[config.mk]
export PLATFORM = sky130hd
export DESIGN_NAME = opred_mul
export DESIGN_NICKNAME = d
export VERILOG_FILES = /design/src/rtl/opred_pkg.sv /design/src/rtl/opred_reduce.sv /design/src/rtl/opred_booth_pp.sv /design/src/rtl/opred_booth_core.sv /design/src/rtl/opred_mul.sv
export SDC_FILE = /design/constraint.sdc
export NUM_CORES = 1
export LEC_CHECK = 0
export ABC_AREA = 1
export ABC_CLOCK_PERIOD_IN_PS = 7960
export BUFFER_PORTS_ARGS = -buffer_cell sky130_fd_sc_hd__buf_2
export CAP_MARGIN = 10
export CORE_MARGIN = 4
export CORE_UTILIZATION = 50
export CTS_BUF_LIST = sky130_fd_sc_hd__clkbuf_8
export CTS_CLUSTER_DIAMETER = 120
export CTS_CLUSTER_SIZE = 12
export DETAILED_ROUTE_END_ITERATION = 6
export GPL_ROUTABILITY_DRIVEN = 0
export HOLD_SLACK_MARGIN = 0.06
export PLACE_DENSITY = 0.69
export SYNTH_ARGS = -nofsm -noshare
export SYNTH_HDL_FRONTEND = slang
export SYNTH_SLANG_ARGS = --single-unit
[constraint.sdc]
create_clock -name clk_i -period 7.96 [get_ports clk_i]
set_input_delay 0.796 -clock clk_i [delete_from_list [all_inputs] [get_ports clk_i]]
set_output_delay 0.796 -clock clk_i [all_outputs]
set_load 0.01 [all_outputs]
[src/rtl/opred_pkg.sv]
package opred_pkg;
  typedef enum logic [1:0] {
    RED_PASS  = 2'b00,
    RED_TRUNC = 2'b01,
    RED_SHIFT = 2'b10,
    RED_SPARE = 2'b11
  } red_mode_e;
endpackage

[src/rtl/opred_reduce.sv]
module opred_reduce #(
  parameter int unsigned W    = 16,
  parameter int unsigned CW   = $clog2(W)
) (
  input  logic signed [W-1:0]  op_i,
  input  logic        [1:0]    mode_i,
  input  logic        [CW-1:0] cnt_i,
  output logic signed [W-1:0]  op_o
);
  import opred_pkg::*;

  logic [W-1:0] keep_mask;
  assign keep_mask = {W{1'b1}} << cnt_i;

  always_comb begin
    unique case (red_mode_e'(mode_i))
      RED_TRUNC: op_o = op_i & keep_mask;
      RED_SHIFT: op_o = op_i >>> cnt_i;
      default:   op_o = op_i;
    endcase
  end
endmodule

[src/rtl/opred_booth_pp.sv]
// One radix-4 Booth partial product, already weighted by 4**IDX.
module opred_booth_pp #(
  parameter int unsigned W   = 16,
  parameter int unsigned PW  = 2*W,
  parameter int unsigned IDX = 0
) (
  input  logic signed [W-1:0]  mcand_i,
  input  logic        [2:0]    trip_i,
  output logic signed [PW-1:0] pp_o
);
  localparam int unsigned XW = W + 2;

  logic signed [XW-1:0] ext, mag;
  assign ext = mcand_i;

  always_comb begin
    unique case (trip_i)
      3'b001, 3'b010: mag = ext;
      3'b011:         mag = ext <<< 1;
      3'b100:         mag = -(ext <<< 1);
      3'b101, 3'b110: mag = -ext;
      default:        mag = '0;
    endcase
  end

  logic signed [PW-1:0] mag_sx;
  assign mag_sx = mag;
  assign pp_o   = mag_sx <<< (2*IDX);
endmodule

[src/rtl/opred_booth_core.sv]
// W must be even.
module opred_booth_core #(
  parameter int unsigned W  = 16,
  parameter int unsigned PW = 2*W
) (
  input  logic signed [W-1:0]  rec_i,
  input  logic signed [W-1:0]  nrec_i,
  output logic signed [PW-1:0] prod_o
);
  localparam int unsigned NPP = W / 2;

  logic signed [PW-1:0] pp [NPP];

  for (genvar g = 0; g < NPP; g++) begin : g_pp
    logic [2:0] trip;
    if (g == 0) begin : g_lsb
      assign trip = {rec_i[1:0], 1'b0};
    end else begin : g_mid
      assign trip = rec_i[2*g+1 : 2*g-1];
    end
    opred_booth_pp #(.W(W), .PW(PW), .IDX(g)) u_pp (
      .mcand_i (nrec_i),
      .trip_i  (trip),
      .pp_o    (pp[g])
    );
  end

  always_comb begin
    prod_o = '0;
    for (int k = 0; k < NPP; k++) prod_o = prod_o + pp[k];
  end
endmodule

[src/rtl/opred_mul.sv]
module opred_mul #(
  parameter int unsigned OP_W   = 16,
  parameter int unsigned CNT_W  = $clog2(OP_W),
  parameter int unsigned PROD_W = 2*OP_W
) (
  input  logic                     clk_i,
  input  logic                     rst_ni,
  input  logic                     valid_i,
  input  logic signed [OP_W-1:0]   a_i,
  input  logic signed [OP_W-1:0]   b_i,
  input  logic        [1:0]        a_mode_i,
  input  logic        [CNT_W-1:0]  a_cnt_i,
  input  logic        [1:0]        b_mode_i,
  input  logic        [CNT_W-1:0]  b_cnt_i,
  input  logic                     swap_i,
  output logic                     valid_o,
  output logic signed [PROD_W-1:0] prod_o
);
  logic signed [OP_W-1:0] a_red, b_red, rec_d, nrec_d, rec_q, nrec_q;
  logic signed [PROD_W-1:0] prod_d, prod_q;
  logic s1_vld, s2_vld;

  opred_reduce #(.W(OP_W), .CW(CNT_W)) u_red_a (
    .op_i(a_i), .mode_i(a_mode_i), .cnt_i(a_cnt_i), .op_o(a_red)
  );
  opred_reduce #(.W(OP_W), .CW(CNT_W)) u_red_b (
    .op_i(b_i), .mode_i(b_mode_i), .cnt_i(b_cnt_i), .op_o(b_red)
  );

  assign rec_d  = swap_i ? b_red : a_red;
  assign nrec_d = swap_i ? a_red : b_red;

  // operand registers only load on valid to keep the array quiet
  always_ff @(posedge clk_i or negedge rst_ni) begin
    if (!rst_ni) begin
      s1_vld <= 1'b0;
      rec_q  <= '0;
      nrec_q <= '0;
    end else begin
      s1_vld <= valid_i;
      if (valid_i) begin
        rec_q  <= rec_d;
        nrec_q <= nrec_d;
      end
    end
  end

  opred_booth_core #(.W(OP_W), .PW(PROD_W)) u_core (
    .rec_i(rec_q), .nrec_i(nrec_q), .prod_o(prod_d)
  );

  always_ff @(posedge clk_i or negedge rst_ni) begin
    if (!rst_ni) begin
      s2_vld <= 1'b0;
      prod_q <= '0;
    end else begin
      s2_vld <= s1_vld;
      if (s1_vld) prod_q <= prod_d;
    end
  end

  assign valid_o = s2_vld;
  assign prod_o  = prod_q;
endmodule

-- Word-level counts from Yosys, hierarchy flattened
Cells that the tools add are included.
- register bits after elaboration: 66
- latch bits: 0
- RAM bits: 0
- ROM bits: 0
- input bits: 48
- output and inout bits: 33
- memories: 0
- $add $sub $neg: 9
- multiply operators: 0
- div/mod/pow operators: 0
- $lt $le $gt $ge: 0
- equality and inequality tests: 49
- shift operators: 4
- mux-type cells: 12
- bitwise logic cells: 2
- reduce and logical (&&, ||, !) cells: 14
- operators by type and width (operator ; number):
    case mux 18 bit (4 select lines) ; 7
    case mux 16 bit (2 select lines) ; 2
    == test 3 bit, second input constant ; 21
    case mux 18 bit (3 select lines) ; 1
    == test 3 x 2 -> 1 bit, second input constant ; 14
    adder 32 x 24 -> 32 bit ; 1
    adder 32 x 26 -> 32 bit ; 1
    adder 32 x 28 -> 32 bit ; 1
    adder 32 x 30 -> 32 bit ; 1
    adder 32 bit ; 1
    bitwise AND 16 bit ; 2
    two-way mux 16 bit ; 2
    << shifter 16 x 4 -> 16 bit, first input constant ; 2
    >>> shifter 16 x 4 -> 16 bit ; 2
    OR reduction 2 bit ; 14
    adder 21 x 22 -> 23 bit ; 1
    adder 18 x 20 -> 21 bit ; 1
    == test 3 x 1 -> 1 bit, second input constant ; 7
    negation 16 -> 18 bit ; 1
    negation 17 -> 18 bit ; 1
    == test 2 bit, second input constant ; 4
    == test 2 x 1 -> 1 bit, second input constant ; 3

-- Depth between registers and ports, before layout
Gate-level depths: netlist of the first run.
- depth in word-level cells: 10
- depth in mapped cells: 40
- depth with buffers taken out: 39

-- By module
A second synthesis of the first run with hierarchy kept.
- cells, all modules: 3455
- area total of the unflattened synthesis: 20764.9 µm²
- by module, submodules not included (module ; times used ; cells an instance ; area an instance (µm²) ; sequential area each (µm²)):
    opred_booth_core ; 1 ; 1052 ; 7524.7 ; 0.0
    opred_booth_pp (u_core.g_pp[1].u_pp ...) ; 6 ; 194 ; 1014.7 ; 0.0
    opred_mul ; 1 ; 377 ; 2980.4 ; 1651.6
    opred_reduce ; 2 ; 236 ; 1052.3 ; 0.0
    opred_booth_pp (u_core.g_pp[7].u_pp) ; 1 ; 197 ; 1056.0 ; 0.0
    opred_booth_pp (u_core.g_pp[0].u_pp) ; 1 ; 193 ; 1011.0 ; 0.0

-- Worst setup path after synthesis of the first run
No wires, ideal clock.
- path kind: reg-to-reg
- start point: register nrec_q[0]
- end point: register prod_q[31], in the netlist prod_o[31]
- arrival time: 7.204 ns
- data required time: 7.894 ns
- slack: 0.691 ns
- stages on the path, launching flop included: 36
- buffers on the path: 2
- clock period less this slack: 7.269 ns
- cell sequence: dfrtp_1 -> inv_2 -> clkbuf_1 -> ha_1 -> nand2_2 -> nor2_2 -> nand2_1 -> nor2_2 -> inv_1 -> o21ai_1 -> nand2_1 -> inv_2 -> buf_2 -> a221oi_1 -> fa_1 -> inv_1 -> ha_1 -> nand2_1 -> nor3_1 -> nand4_1 -> nand3_1 -> a31oi_1 -> xnor2_1 -> fa_1 -> fa_1 -> fa_1 -> inv_1 -> ha_1 -> nand2_1 -> nor3_1 -> nand2_1 -> o311ai_0 -> inv_1 -> nand3_1 -> nand3_1 -> nand2_1
- word-level cells in the longest chain between the ends: 9
- elaborated cells on any way between the ends: 17
- classes of those cells: add/sub (9); mux (8)
- RTL lines (element ; line ; text):
    start: declaration ; opred_mul.sv:19 ; logic signed [OP_W-1:0] a_red, b_red, rec_d, nrec_d, rec_q, nrec_q;
    start signal: assignment ; opred_mul.sv:43 ; nrec_q <= nrec_d;
    negation 17 -> 18 bit / negation 16 -> 18 bit (equally long branches) ; opred_booth_pp.sv:20, opred_booth_pp.sv:21 ;
    case mux 18 bit (4 select lines) / case mux 18 bit (3 select lines) (equally long branches) ; opred_booth_pp.sv:17 ; unique case (trip_i)
    adder 18 x 20 -> 21 bit ; opred_booth_core.sv:30 ; for (int k = 0; k < NPP; k++) prod_o = prod_o + pp[k];
    adder 21 x 22 -> 23 bit ; opred_booth_core.sv:30 ;
    adder 32 x 24 -> 32 bit ; opred_booth_core.sv:30 ;
    adder 32 x 26 -> 32 bit ; opred_booth_core.sv:30 ;
    adder 32 x 28 -> 32 bit ; opred_booth_core.sv:30 ;
    adder 32 x 30 -> 32 bit ; opred_booth_core.sv:30 ;
    adder 32 bit * ; opred_booth_core.sv:30 ;
    end signal: assignment ; opred_mul.sv:58 ; if (s1_vld) prod_q <= prod_d;
    end: declaration ; opred_mul.sv:20 ; logic signed [PROD_W-1:0] prod_d, prod_q;
Mark *: on every way between the ends. The rest lies on a longest branch, timed or not.
A chain may end at the register's enable or synchronous reset.

-- Final worst setup path of the first run
- start point: register nrec_q[0]
- end point: register prod_q[26], in the netlist prod_o[26]
Same word-level chain as after synthesis.

==> summary.md, run 1 <==
| Metric | Value |
|---|---|
| Outcome | `complete, but fails checks` |
| Failing checks | `design-rule violations` |
| Post-DRT Antenna Nets | `0` |
| Most frequent cells in the layout | `nand2_1, inv_1, o21ai_0` |
| Core Region | `23600 sq um` |
| Fin Setup TNS | `0 ns` |
| Die span in y | `164 um` |
| Area post-placement | `12700 sq um` |
| Drt via density | `around 6.4` |
| Largest net degree at the start of global routing | `67` |
| Fmax | `~130 MHz` |
| Routed len/inst | `approximately 20 um` |
| Reg-to-reg slack, setup | `0.52 ns` |
| Drt drc | `42` |
| Critical Path End Type | `flop` |
| Reg2reg path depth | `35` |
| Layout fillers | `between 2k and 2.5k` |
| Gate Count Post-Synth | `around 1.8k` |
| # setup viols final | `0` |
| Post-Syn Area | `12100 sq um` |
| MaxCap Viol Count | `0` |
| Post-placement cell count | `2121` |
| Critical Path AT | `7.67 ns` |
| Initial Util | `0.512` |
| Yosys reg bits | `66` |
| Area contributors post-synth | `fa_1, dfrtp_1, nand2_1, inv_1, o22ai_1` |
| RR Startpoint | `nrec_q[0]` |
| Routed WL | `approximately 42000 um` |
| Mapped Nets | `around 2k` |
| Pins Over Slew Limit | `0` |
| Critical Path Max Stage Delay | `roughly 0.56 ns` |
| Area grow syn2layout | `7.37%` |
| Post-synth ARST share | `1.00` |
| Cell area after layout | `13000 sq um` |
| IO buf count | `80` |
| Hold Path Class | `flop to flop` |
| Leading cell type in the layout, fill and taps excluded | `nand2_1` |
| Gr usage total | `0.316` |
| Post-synth top area share | `0.156` |
| Slowest-stage cell, CP | `fa_1` |
| Worst r2r dst | `prod_o[26]` |
| Post-route clock period utilization | `0.934` |
| Via count | `13.6k` |
| Clock sink count | `66` |
| DR iter-0 viols | `approximately 2.3k` |
| Worst path bufs/invs | `4` |
| CTS buffer count | `9` |
| Post-synthesis cell type count | `47` |
| CTS tree | `done` |
| Largest area contributor in the netlist | `fa_1` |
| Hold Path End | `prod_o[10]` |
| First-pass GRT wire length | `67500 um` |
| I/O Pins | `81` |
| CTS HTree Levels | `3` |
| Fin. Hold Viols | `0` |
| Clock Latency Late Sink | `0.38 ns` |
| Slew headroom | `0.160` |
| Clock Skew | `roughly 0.013 ns` |
| Layout net count | `2017` |
| RSZ-0062 raised after global routing | `no` |
| Total die area | `about 27000 sq um` |
| Number of flops mapped to enable cells by yosys | `0` |
| Hold buffer count at cts | `0` |
| Non-filler cells, final | `about 2.1k` |
| Drt pass-1 iters | `7` |
| Ant. Diodes | `0` |
| Critical path type | `flop to flop` |
| Hold Path Depth | `2` |
| Clk root buf | `clkbuf_8` |
| Die width | `164 um` |
| Worst Tran Pin Value | `1.26 ns` |
| Seq/Total Area, Yosys | `0.137` |
| Global route overflow | `0` |
| Clock Path Buffers | `2` |
| CP startpoint kind | `flop` |
| Initial antenna violation count | `0` |
| Vias in the first global route | `~13k` |
| Share of cells above drive strength 1 | `0.105` |
| Largest fanout on the critical path | `16` |
| Num rows | `56` |
| Critical path's top delay family | `adder cells` |
| HP Start | `prod_o[10]` |
| Req. time, crit path | `8.19 ns` |
| Post-synth top flop | `dfrtp_1` |
| Minimum clock period | `around 7.4 ns` |
| Synth Warn # | `0` |
| Clock slew at reported path FFs | `0.08 ns` |
| Dpl hpwl | `roughly 33000 um` |
| Syn avg cell area | `6.76 sq um` |
final cells by class:
class	instances	area [sq um]	area share
Sequential cell	66	1650	0.127
Multi-Input combinational cell	1359	9080	0.700
Clock buffer	9	124	0.00954
Inverter	258	975	0.0751
Clock inverter	6	43.8	0.00337
Timing Repair Buffer	121	708	0.0545
Tap cell	319	399	0.0307
state kept, by name, indices dropped and copies added (netlist names):
signal and count:
rec_q 16, nrec_q 16, s1_vld 1, prod_o 32, valid_o 1
cell usage after synthesis (16+ instances only):
library cell and instances:
ha_1 60, a21oi_1 85, nor2_1 116, nand2_1 378, nand3_1 82, fa_1 94
inv_1 234, o211ai_1 26, o22ai_1 126, a221oi_1 86, dfrtp_1 66, xor2_1 20
xnor2_1 16, o21ai_0 148, clkbuf_1 81
worst reg2reg max path: cells and delay by family (launching register included):
| kind | cells | cell delay (ns) |
|---|---|---|
| AOI/OAI and AO/OA | 9 | 1.67 |
| DFF | 1 | 0.40 |
| xor gates and xnor gates | 3 | 0.83 |
| buffers and inverters | 4 | 0.39 |
| adders and majority gates | 6 | 2.58 |
| and+or+nand+nor | 13 | 1.43 |
per-stage QoR:
| stage | worst slack, ns | util | hold WS, ns |
|---|---|---|---|
| finish | 0.523 | 0.550 | 0.471 |
| global placement | 0.535 | 0.540 | 0.454 |
| detailed placement | 0.277 | 0.540 | 0.458 |
| floorplan | 0.691 | - | 0.349 |
| CTS | 0.217 | 0.547 | 0.479 |
| global route | 0.0257 | 0.550 | 0.503 |
worst max path at each step:
| stage | start | to | slack, ns | cells after the start |
|---|---|---|---|---|
| global route | nrec_q[1] | prod_o[29] | 0.03 | 35 |
| CTS | nrec_q[1] | prod_o[31] | 0.22 | 33 |
| finish | nrec_q[0] | prod_o[26] | 0.52 | 35 |
| floorplan | nrec_q[0] | prod_o[31] | 0.69 | 35 |
| detailed placement | nrec_q[1] | prod_o[31] | 0.28 | 33 |
| global placement | nrec_q[1] | prod_o[26] | 0.53 | 36 |
what timing repair did:
| action | in CTS | in global routing |
|---|---|---|
| gates resized for setup | 0 | 13 |
| endpoints found under the setup margin | 0 | 7 |
| buffers inserted | 0 | 1 |
logic make-up after synthesis:
kind of cell | Yosys count | synth area share
simple gates | 634 | 0.220
compound gates | 534 | 0.281
buf+inv | 363 | 0.117
fa+ha+maj | 154 | 0.218
flops | 66 | 0.137
xor+xnor | 37 | 0.0283
metal layers:
layer / GRT usage / up-vias / wire length, um
li1: - / 6230 / -
met1: 0.417 / 6150 / 16400
met2: 0.507 / 1037 / 18700
met3: 0.0674 / 207 / 5260
met4: 0.127 / 0 / 2070
met5: 0 / - / 0
Power of run 1 is not shown: default switching activity piles up to over one toggle a cycle in this logic, so the estimate is an artifact.
==> inputs of run 2 (changes only) <==
Settings changed: RECOVER_POWER from default to 50.
==> run 2 against run 1 <==
  * The run ends with max-capacitance violations, max-slew violations left
  * Critical path type unchanged
  * Sequential cell count unchanged
  * Register-to-register slack got worse by 0.06 ns
  * Clock-buffer cell count unchanged
  * Final cell count unchanged
  * Clock skew increased by 0.0025 ns
  * Utilization decreased by 0.090 points
  * Fmax decreased by 0.80%
  * Setup slack got worse by 0.060 ns
  * Via count about the same
==> summary.md, run 2 (synthesized netlist as in run 1, its figures left out) <==
| Metric | Value |
|---|---|
| Outcome | `complete, but fails checks (unchanged)` |
| Failing checks | `max-capacitance violations, max-slew violations (was design-rule violations)` |
| Ant. Diodes | `0 (unchanged)` |
| Layout net count | `2017 (unchanged)` |
| Hold Path Class | `flop to flop (unchanged)` |
| Drt drc | `0 (was 42)` |
| Area grow syn2layout | `7.19% (was 7.37%)` |
| CTS buffer count | `9 (unchanged)` |
| Most frequent cells in the layout | `nand2_1, inv_1, o21ai_0 (unchanged)` |
| IO buf count | `80 (unchanged)` |
| Req. time, crit path | `8.17 ns (was 8.19 ns)` |
| RSZ-0062 raised after global routing | `no (unchanged)` |
| Clock Path Buffers | `2 (unchanged)` |
| Core Region | `23600 sq um (unchanged)` |
| Clk root buf | `clkbuf_8 (unchanged)` |
| Slowest-stage cell, CP | `fa_1 (unchanged)` |
| Initial Util | `0.512 (unchanged)` |
| Fmax | `133 MHz (was 134 MHz)` |
| # setup viols final | `0 (unchanged)` |
| Hold buffer count at cts | `0 (unchanged)` |
| CTS tree | `done (unchanged)` |
| CTS HTree Levels | `3 (unchanged)` |
| Critical Path End Type | `flop (unchanged)` |
| I/O Pins | `81 (unchanged)` |
| Fin Setup TNS | `0 ns (unchanged)` |
| Routed len/inst | `19.9 um (about the same)` |
| Drt pass-1 iters | `7 (unchanged)` |
| Clock Skew | `0.0158 ns (was 0.0133 ns)` |
| Global route overflow | `0 (unchanged)` |
| Minimum clock period | `7.50 ns (was 7.44 ns)` |
| Vias in the first global route | `12.8k (unchanged)` |
| Critical Path AT | `7.71 ns (was 7.67 ns)` |
| Post-route clock period utilization | `0.942 (was 0.934)` |
| Share of cells above drive strength 1 | `0.0962 (was 0.105)` |
| Largest net degree at the start of global routing | `67 (unchanged)` |
| Slew headroom | `-1.38 (was 0.160)` |
| Leading cell type in the layout, fill and taps excluded | `nand2_1 (unchanged)` |
| Num rows | `56 (unchanged)` |
| MaxCap Viol Count | `2 (was 0)` |
| Dpl hpwl | `33000 um (unchanged)` |
| Clock slew at reported path FFs | `0.08 ns (about the same)` |
| Total die area | `26700 sq um (unchanged)` |
| Worst Tran Pin Value | `3.57 ns (was 1.26 ns)` |
| Pins Over Slew Limit | `123 (was 0)` |
| Critical path type | `flop to flop (unchanged)` |
| Max FFs per register | `32 (unchanged)` |
| Clock Latency Late Sink | `0.38 ns (about the same)` |
| Clock sink count | `66 (unchanged)` |
| Initial antenna violation count | `0 (unchanged)` |
| Largest fanout on the critical path | `16 (unchanged)` |
| Gr usage total | `0.316 (unchanged)` |
| Post-DRT Antenna Nets | `0 (unchanged)` |
| Via count | `13.6k (about the same)` |
| First-pass GRT wire length | `67500 um (unchanged)` |
| Critical Path Max Stage Delay | `0.56 ns (about the same)` |
| CP startpoint kind | `flop (unchanged)` |
| Fin. Hold Viols | `0 (unchanged)` |
| Routed WL | `42500 um (about the same)` |
| Die span in y | `164 um (unchanged)` |
| Drt via density | `6.38 (was 6.37)` |
| DR iter-0 viols | `2123 (was 2309)` |
| Die width | `164 um (unchanged)` |
[run 2: changes by cell type in the layout (fill, tap and decap cells not counted)]
cell      previous run  this run
buf_2               80        66
clkbuf_1             0        15
buf_4               41        40
inv_2               10         9
inv_1              233       234
[run 2: final cells by class]
cell class / instances / area [sq um]
inverters: 258 / 975
well taps: 319 / 399
multi-input cells: 1359 / 9080
fillers: 2390 / 10600
repair buffers: 121 / 687
flip-flops and latches: 66 / 1650
clock inverters: 6 / 43.8
clock buffers: 9 / 124
[run 2: worst paths after layout]
check | startpoint | to | slack [ns] | depth (start not counted)
worst max register to register | nrec_q[0] | prod_o[26] | 0.46 | 35
worst max-delay path | nrec_q[0] | prod_o[26] | 0.46 | 35
worst min-delay path | prod_o[10] | prod_o[10] | 0.47 | 2
min in group asynchronous | rst_ni | prod_o[3] | 1.69 | 2
max in group asynchronous | rst_ni | rec_q[0] | 4.19 | 2
worst min register to register | prod_o[10] | prod_o[10] | 0.47 | 2
[run 2: critical path, delay by kind of cell (launching register included)]
kind	cells	cell delay, ns
AO/OA/AOI/OAI	9	1.68
XOR/XNOR	3	0.85
AND/OR/NAND/NOR	13	1.43
buffers and inverters	4	0.39
adder cells (fa/ha/maj)	6	2.59
flip-flops	1	0.40
[run 2: what timing repair did]
action,4_1_cts,5_1_grt
gates resized for setup,0,13
endpoints found under the setup margin,0,7
setup buffers,0,1
[run 2: layer usage]
metal | GRT usage | vias to the layer above | routed length [um]
met5 | 0 | - | 0
met4 | 0.127 | 0 | 2190
met3 | 0.0674 | 218 | 5290
met2 | 0.507 | 1008 | 18500
met1 | 0.417 | 6178 | 16500
li1 | - | 6227 | -
[run 2: through the flow]
stage               hold WS, ns  cells  instance area, sq um  utilization  worst slack [ns]
floorplan                 0.349   1788                 12100            -             0.691
global route              0.508   2138                 13000        0.549            0.0220
detailed placement        0.458   2121                 12700        0.540             0.277
finish                    0.473   2138                 13000        0.549             0.463
CTS                       0.479   2136                 12900        0.547             0.217
global placement          0.454   2121                 12700        0.540             0.535
Power of run 2 is left out for the same reason.
